<file path="config.mk">
export PLATFORM = sky130hd
export DESIGN_NAME = pin_bank
export DESIGN_NICKNAME = d
export VERILOG_FILES = /design/src/rtl/pin_bank_pkg.sv /design/src/rtl/pin_bank_regs.sv /design/src/rtl/pin_bank_detect.sv /design/src/rtl/pin_bank_outmux.sv /design/src/rtl/pin_bank.sv
export SDC_FILE = /design/constraint.sdc
export NUM_CORES = 1
export LEC_CHECK = 0
export BUFFER_PORTS_ARGS = -buffer_cell sky130_fd_sc_hd__buf_2
export CORE_MARGIN = 2
export CORE_UTILIZATION = 62
export DETAILED_ROUTE_END_ITERATION = 7
export PLACE_DENSITY = 0.81
export SKIP_CTS_REPAIR_TIMING = 1
export SLEW_MARGIN = 20
export SYNTH_ARGS = -nofsm -noshare
export SYNTH_HDL_FRONTEND = slang
export SYNTH_HIERARCHICAL = 1
export SYNTH_SLANG_ARGS = --single-unit
</file>
<file path="constraint.sdc">
create_clock -name clk -period 1.9 [get_ports clk]
set_input_delay 0.19 -clock clk [delete_from_list [all_inputs] [get_ports clk]]
set_output_delay 0.19 -clock clk [all_outputs]
set_load 0.005 [all_outputs]
</file>
<file path="src/rtl/pin_bank_pkg.sv">
package pin_bank_pkg;
   // word index = byte offset / 4
   localparam int REG_MASK  = 0;
   localparam int REG_DIR   = 1;
   localparam int REG_OUT   = 2;
   localparam int REG_TRIG  = 3;
   localparam int REG_EDGE  = 4;
   localparam int REG_LVL   = 5;
   localparam int REG_SMASK = 6;
   localparam int REG_SOUT  = 7;
   localparam int REG_BFOUT = 8;
   localparam int REG_STAT  = 9;
   localparam int REG_ALT   = 10;
   localparam int REG_SCFG  = 11;
   localparam int REG_PINS  = 12;
   localparam int NCFG      = 12;   // stored words, indexes 0..11
   localparam int NWORDS    = 13;   // including read-only pin word
endpackage

</file>
<file path="src/rtl/pin_bank_regs.sv">
module pin_bank_regs
   import pin_bank_pkg::*;
#(
   parameter int NPIN   = 16,
   parameter int ADDR_W = 6
) (
   input  logic              clk,
   input  logic              rst_n,
   input  logic [ADDR_W-1:0] bus_addr,
   input  logic              bus_wr,
   input  logic [NPIN-1:0]   bus_wdata,
   output logic [NPIN-1:0]   bus_rdata,
   input  logic [NPIN-1:0]   det,
   input  logic [NPIN-1:0]   pin_lvl,
   output logic [NPIN-1:0]   mask,
   output logic [NPIN-1:0]   dir,
   output logic [NPIN-1:0]   outv,
   output logic [NPIN-1:0]   trig,
   output logic [NPIN-1:0]   edge_rise,
   output logic [NPIN-1:0]   lvl_hi,
   output logic [NPIN-1:0]   smask,
   output logic [NPIN-1:0]   sout,
   output logic [NPIN-1:0]   bfout,
   output logic [NPIN-1:0]   status,
   output logic [NPIN-1:0]   alt,
   output logic [NPIN-1:0]   clr
);
   localparam int WIDX_W = ADDR_W - 2;

   logic [NPIN-1:0]   rf_q [NCFG];
   logic [WIDX_W-1:0] widx;

   assign widx = bus_addr[ADDR_W-1:2];
   assign clr  = (bus_wr && widx == WIDX_W'(REG_STAT)) ? bus_wdata : '0;

   function automatic logic [NPIN-1:0] rst_val(input int k);
      if (k == REG_MASK || k == REG_SMASK || k == REG_TRIG)
         return {NPIN{1'b1}};
      return {NPIN{1'b0}};
   endfunction

   always_ff @(posedge clk or negedge rst_n) begin
      if (!rst_n) begin
         for (int k = 0; k < NCFG; k++) rf_q[k] <= rst_val(k);
      end else begin
         for (int k = 0; k < NCFG; k++) begin
            if (k == REG_STAT)
               rf_q[k] <= (rf_q[k] | det) & ~clr;   // clear wins
            else if (bus_wr && widx == WIDX_W'(k))
               rf_q[k] <= bus_wdata;
         end
      end
   end

   always_comb begin
      bus_rdata = '0;
      if (widx == WIDX_W'(REG_PINS)) bus_rdata = pin_lvl;
      for (int k = 0; k < NCFG; k++)
         if (widx == WIDX_W'(k)) bus_rdata = rf_q[k];
   end

   assign mask      = rf_q[REG_MASK];
   assign dir       = rf_q[REG_DIR];
   assign outv      = rf_q[REG_OUT];
   assign trig      = rf_q[REG_TRIG];
   assign edge_rise = rf_q[REG_EDGE];
   assign lvl_hi    = rf_q[REG_LVL];
   assign smask     = rf_q[REG_SMASK];
   assign sout      = rf_q[REG_SOUT];
   assign bfout     = rf_q[REG_BFOUT];
   assign status    = rf_q[REG_STAT];
   assign alt       = rf_q[REG_ALT];
endmodule

</file>
<file path="src/rtl/pin_bank_detect.sv">
module pin_bank_detect #(
   parameter int NPIN        = 16,
   parameter int SYNC_STAGES = 2
) (
   input  logic            clk,
   input  logic            rst_n,
   input  logic [NPIN-1:0] pin_in,
   input  logic [NPIN-1:0] trig,
   input  logic [NPIN-1:0] edge_rise,
   input  logic [NPIN-1:0] lvl_hi,
   output logic [NPIN-1:0] pin_lvl,
   output logic [NPIN-1:0] det
);
   logic [SYNC_STAGES-1:0][NPIN-1:0] stg_q;
   logic [NPIN-1:0]                  prev_q;

   always_ff @(posedge clk or negedge rst_n) begin
      if (!rst_n) begin
         stg_q  <= '0;
         prev_q <= '0;
      end else begin
         stg_q  <= {stg_q[SYNC_STAGES-2:0], pin_in};
         prev_q <= stg_q[SYNC_STAGES-1];
      end
   end

   assign pin_lvl = stg_q[SYNC_STAGES-1];

   logic [NPIN-1:0] rise, fall, lvl_hit;
   assign rise    = pin_lvl & ~prev_q;
   assign fall    = ~pin_lvl & prev_q;
   assign lvl_hit = ~(pin_lvl ^ lvl_hi);
   assign det     = (trig & ((edge_rise & rise) | (~edge_rise & fall)))
                  | (~trig & lvl_hit);
endmodule

</file>
<file path="src/rtl/pin_bank_outmux.sv">
module pin_bank_outmux #(
   parameter int NPIN = 16
) (
   input  logic            batt_fault,
   input  logic            sleep_mode,
   input  logic            led_ctl,
   input  logic [NPIN-1:0] dir,
   input  logic [NPIN-1:0] outv,
   input  logic [NPIN-1:0] sout,
   input  logic [NPIN-1:0] bfout,
   input  logic [NPIN-1:0] alt,
   output logic [NPIN-1:0] pin_out,
   output logic [NPIN-1:0] pin_oe
);
   for (genvar i = 0; i < NPIN; i++) begin : g_pin
      always_comb begin
         if (batt_fault)      pin_out[i] = bfout[i];
         else if (sleep_mode) pin_out[i] = sout[i];
         else if (alt[i])     pin_out[i] = led_ctl;
         else                 pin_out[i] = outv[i];
      end
   end
   assign pin_oe = dir;
endmodule

</file>
<file path="src/rtl/pin_bank.sv">
module pin_bank #(
   parameter int NPIN        = 16,
   parameter int ADDR_W      = 6,
   parameter int SYNC_STAGES = 2
) (
   input  logic              clk,
   input  logic              rst_n,
   input  logic [ADDR_W-1:0] bus_addr,
   input  logic              bus_wr,
   input  logic [NPIN-1:0]   bus_wdata,
   output logic [NPIN-1:0]   bus_rdata,
   input  logic [NPIN-1:0]   pin_in,
   output logic [NPIN-1:0]   pin_out,
   output logic [NPIN-1:0]   pin_oe,
   input  logic              sleep_mode,
   input  logic              batt_fault,
   input  logic              led_ctl,
   output logic              irq
);
   if (NPIN < 1 || NPIN > 32) begin : g_bad_npin
      $error("pin_bank: NPIN must be 1..32");
   end
   if (ADDR_W < 6) begin : g_bad_addr
      $error("pin_bank: ADDR_W must be at least 6 to reach all words");
   end
   if (SYNC_STAGES < 2) begin : g_bad_sync
      $error("pin_bank: SYNC_STAGES must be at least 2");
   end

   logic [NPIN-1:0] mask_w, dir_w, outv_w, trig_w, edge_w, lvl_w;
   logic [NPIN-1:0] smask_w, sout_w, bfout_w, stat_w, alt_w, clr_w;
   logic [NPIN-1:0] det_w, pin_lvl_w, eff_mask;

   pin_bank_regs #(.NPIN(NPIN), .ADDR_W(ADDR_W)) u_regs (
      .clk       (clk),
      .rst_n     (rst_n),
      .bus_addr  (bus_addr),
      .bus_wr    (bus_wr),
      .bus_wdata (bus_wdata),
      .bus_rdata (bus_rdata),
      .det       (det_w),
      .pin_lvl   (pin_lvl_w),
      .mask      (mask_w),
      .dir       (dir_w),
      .outv      (outv_w),
      .trig      (trig_w),
      .edge_rise (edge_w),
      .lvl_hi    (lvl_w),
      .smask     (smask_w),
      .sout      (sout_w),
      .bfout     (bfout_w),
      .status    (stat_w),
      .alt       (alt_w),
      .clr       (clr_w)
   );

   pin_bank_detect #(.NPIN(NPIN), .SYNC_STAGES(SYNC_STAGES)) u_det (
      .clk       (clk),
      .rst_n     (rst_n),
      .pin_in    (pin_in),
      .trig      (trig_w),
      .edge_rise (edge_w),
      .lvl_hi    (lvl_w),
      .pin_lvl   (pin_lvl_w),
      .det       (det_w)
   );

   pin_bank_outmux #(.NPIN(NPIN)) u_out (
      .batt_fault (batt_fault),
      .sleep_mode (sleep_mode),
      .led_ctl    (led_ctl),
      .dir        (dir_w),
      .outv       (outv_w),
      .sout       (sout_w),
      .bfout      (bfout_w),
      .alt        (alt_w),
      .pin_out    (pin_out),
      .pin_oe     (pin_oe)
   );

   assign eff_mask = sleep_mode ? smask_w : mask_w;
   assign irq      = |(stat_w & ~eff_mask);
endmodule

</file>
==> results.toml <==
[route]
first_pass_iters = 5
drc = 0
post_drt_wl_per_cell_um = 24.9
dr.first_iter.drc_count = 1010
via_count = 9832
drt_wl_total_um = 37800
final_antenna_net_count = 0
vias_per_cell = 6.48

[placement]
place_congestion = 0.944
pre_cts_slack_ns = -0.150
portBuffers = 90
dpl.cell_count = 1433
dp_hpwl_um = 25600
placed_area_mm2 = 0.0137

[clocking]
clock-sinks = 240
numCtsBuffers = 27
cts_root_buffer = "clkbuf_16"
htree_levels = 1
cts_tree = "done"
clockBufferDepth = 3
clk_pin_slew_ns = 0.06
clk_latency_ns = 0.54

[finish]
final_cells = 1518
final_area_mm2 = 0.0153
drive_gt1_share_pct = 46.6
n_antenna_cell = 0
final_nets = 1262
regArea_mm2 = 0.00607
fillCellCount = 1555
syn2layout_area_growth_pct = 10.2
multiInputGateArea_mm2 = 0.00602

[sta]
fin_crit_sh_pct = 119
relSlewSlack_pct = 67.2
skew_ns = 0.0157
slew_viol_final = 0
grt_setup_unrepaired = "true"
finalHoldViolCount = 0
setup_violations = 18
setup_slack_ns = -0.364
worstMarginPinSlew_ns = 0.491
finalCriticalPeriod_ns = 2.26
worst_hold_slack_ns = 0.0698
max_freq_ghz = 0.442

[synthesis]
synth_area_mm2 = 0.0139
synth.avg_cell_area_um2 = 11.2
synth-seq-cells = 240
async_flop_share_pct = 100
synth_compound_area_share_pct = 12.2
ys_warn_count = 6
synth_ff_type = "dfrtp_1"
synth_xor_area_share_pct = 0
synthMuxAreaShare_pct = 19.9
synth.distinct_cells = 59
synth_top_family_by_area = "multiplexers"
synth_seq_area_share_pct = 43.7
synth_edf_count = 0
postSynthCellCount = 1242
synthSimpleGateAreaFrac_pct = 9.64
yosys.area_share.adder_pct = 0
syn_nets = 1286

[global_routing]
top_usage_layer = "met2"
overflow = 0
grt_usage_pct = 31.0
met2_usage_pct = 47.7
grt_start_max_net_pins = 58
grt_pass1_vias = 9718
grtUsageMet3_pct = 7.67
grt_pass1_wl_um = 56700
grt_util_met1_pct = 42.6
antenna_found_initial = 0

[power_and_ir_drop]
switchingPower_w = 0.00455
ir_drop_mv = 0.653
p_per_area_mw_per_mm2 = 1070
p_clk_share_pct = 35.3
p_leak_nw = 6.56
finalPower_w = 0.0164
p_sw_share_pct = 27.8
p_comb_share_pct = 20.7
p_int_w = 0.0118
p_seq_share_pct = 44.0

[outcome]
status = "finished, violations left"
violations = "setup timing"

[floorplanning]
dieArea_mm2 = 0.0236
num_io_pins = 93
num_rows = 54
core_mm2 = 0.0219
die_h_um = 154
start_util_pct = 63.4
die_x_um = 154

[worst_setup_path]
arrival_ns = 2.07
endpoint_kind = "output port"
ff2ff_setup_slack_ns = 0.71
cp_data_required_time_ns = 1.71
cp_max_fo = 3
critPathKind = "flip-flop to output port"
startpoint_type = "flip-flop"

[job]
cap_violations = 0

[worst_hold_path]
min_path_type = "primary input to flip-flop"
==> synthesized netlist by cell type, types with 4 or more instances <==
cell type  count  share of area (%)
buf_4        218                 12
dfrtp_1      192                 35
mux2_2       191                 16
a21oi_1       50                1.8
dfstp_2       48                9.1
nor2_1        44                1.2
mux2i_1       41                3.0
nand3b_1      33                1.8
o21ai_0       33                1.2
clkbuf_1      32               0.87
buf_2         31                1.1
nand2b_1      31                1.4
nand2_1       30               0.81
nor2b_1       25                1.1
nor3b_1       18               0.97
and2_1        17               0.77
a32oi_1       16                1.0
o21ba_1       16                1.2
a22oi_1       14               0.76
a211oi_1      12               0.65
a31oi_1       12               0.54
inv_1         12               0.32
a211oi_2      11               0.99
o22ai_1       11               0.50
mux4_2         9                1.5
nor2_2         9               0.41
o2bb2ai_1      9               0.57
a22o_1         8               0.51
a221o_1        7               0.51
a21o_1         6               0.32
a221oi_1       5               0.32
nand3_1        5               0.18
a2bb2oi_1      4               0.25
nand3_2        4               0.29
==> sequential cells by signal, indices dropped and copies added (netlist names) <==
name	cells
u_regs/bfout	16
u_regs/outv	16
u_regs/status	16
u_regs/rf_q	16
u_det/prev_q	16
u_regs/trig	16
u_regs/smask	16
u_regs/mask	16
u_regs/edge_rise	16
u_det/pin_lvl	16
u_regs/lvl_hi	16
u_regs/alt	16
u_regs/sout	16
u_det/stg_q	16
u_regs/dir	16
==> cell usage in the layout (no fill, tap or decap), drive strengths merged, types with 3 or more instances in the layout <==
master / synthesis / routed
buf: 255 / 217
dfrtp: 192 / 192
mux2: 191 / 191
nor2: 53 / 53
a21oi: 50 / 50
dfstp: 48 / 48
mux2i: 41 / 41
clkbuf: 32 / 38
nand3b: 33 / 33
o21ai: 33 / 33
nand2b: 31 / 31
nand2: 30 / 30
nor2b: 25 / 25
a211oi: 23 / 23
nor3b: 18 / 18
dlygate4sd3: 0 / 17
and2: 17 / 17
o21ba: 16 / 16
a32oi: 16 / 16
a22oi: 14 / 14
inv: 12 / 12
a31oi: 12 / 12
o22ai: 11 / 11
o2bb2ai: 9 / 9
mux4: 9 / 9
nand3: 9 / 9
a22o: 8 / 8
a221o: 7 / 7
bufinv: 0 / 6
a21o: 6 / 6
a221oi: 6 / 6
a2bb2oi: 4 / 4
clkinv: 0 / 3
o21a: 3 / 3
or2: 3 / 3
==> logic make-up after synthesis <==
kind of cell	count (synthesis)
AOI/OAI and AO/OA	232
DFF	240
buffers and inverters	299
and+or+nand+nor	230
muxes	241
==> power groups by stage <==
stage,Clock [W],Combinational [W],Sequential (W)
after global routing,0.00603,0.00362,0.00731
after floorplan,0,0.00338,0.00678
after global placement,0,0.00291,0.00716
after CTS,0.00582,0.00304,0.00716
final,0.00578,0.00338,0.00720
after detailed placement,0,0.00301,0.00723
==> area by class of cell <==
class | count | share of cell area (%)
Timing Repair Buffer | 234 | 11.9
Inverter | 12 | 0.295
Sequential cell | 240 | 39.7
Multi-Input combinational cell | 703 | 39.4
Clock buffer | 38 | 5.15
Tap cell | 280 | 2.29
Clock inverter | 11 | 1.37
==> critical path: stages, from the launching register on <==
cell,delay [ns]
dfstp_2,0.54
mux2i_1,0.07
a2bb2oi_1,0.14
o21ai_1,0.20
a221oi_2,0.10
a211oi_2,0.25
buf_4,0.17
buf_6,0.08
==> metrics by stage <==
step / utilization [%] / setup TNS, ns
floorplan: - / 0
global placement: 62.8 / -0.174
detailed placement: 62.8 / -0.348
CTS: 67.4 / -4.76
global route: 69.9 / -4.33
finish: 69.9 / -3.53
==> metal layers <==
layer | vias up | routed length, µm
met5 | - | 0
met4 | 0 | 1520
met3 | 119 | 3890
met2 | 579 | 17100
met1 | 4947 | 15300
li1 | 4187 | -
==> final timing paths <==
check,startpoint,endpoint,cells after the start
setup / recovery,u_regs/mask[13]$_DFFE_PN1P_,bus_rdata[13],7
hold / removal,bus_wdata[5],u_regs/lvl_hi[5]$_DFFE_PN0P_,2
setup reg to reg,u_regs/trig[5]$_DFFE_PN1P_,u_regs/status[5]$_DFF_PN0_,5
hold reg to reg,u_det/stg_q[10]$_DFF_PN0_,u_det/pin_lvl[10]$_DFF_PN0_,0
max in group asynchronous,rst_n,u_regs/trig[9]$_DFFE_PN1P_,3
min in group asynchronous,rst_n,u_det/pin_lvl[2]$_DFF_PN0_,2
Note: power is estimated with default switching activity, not from simulation.
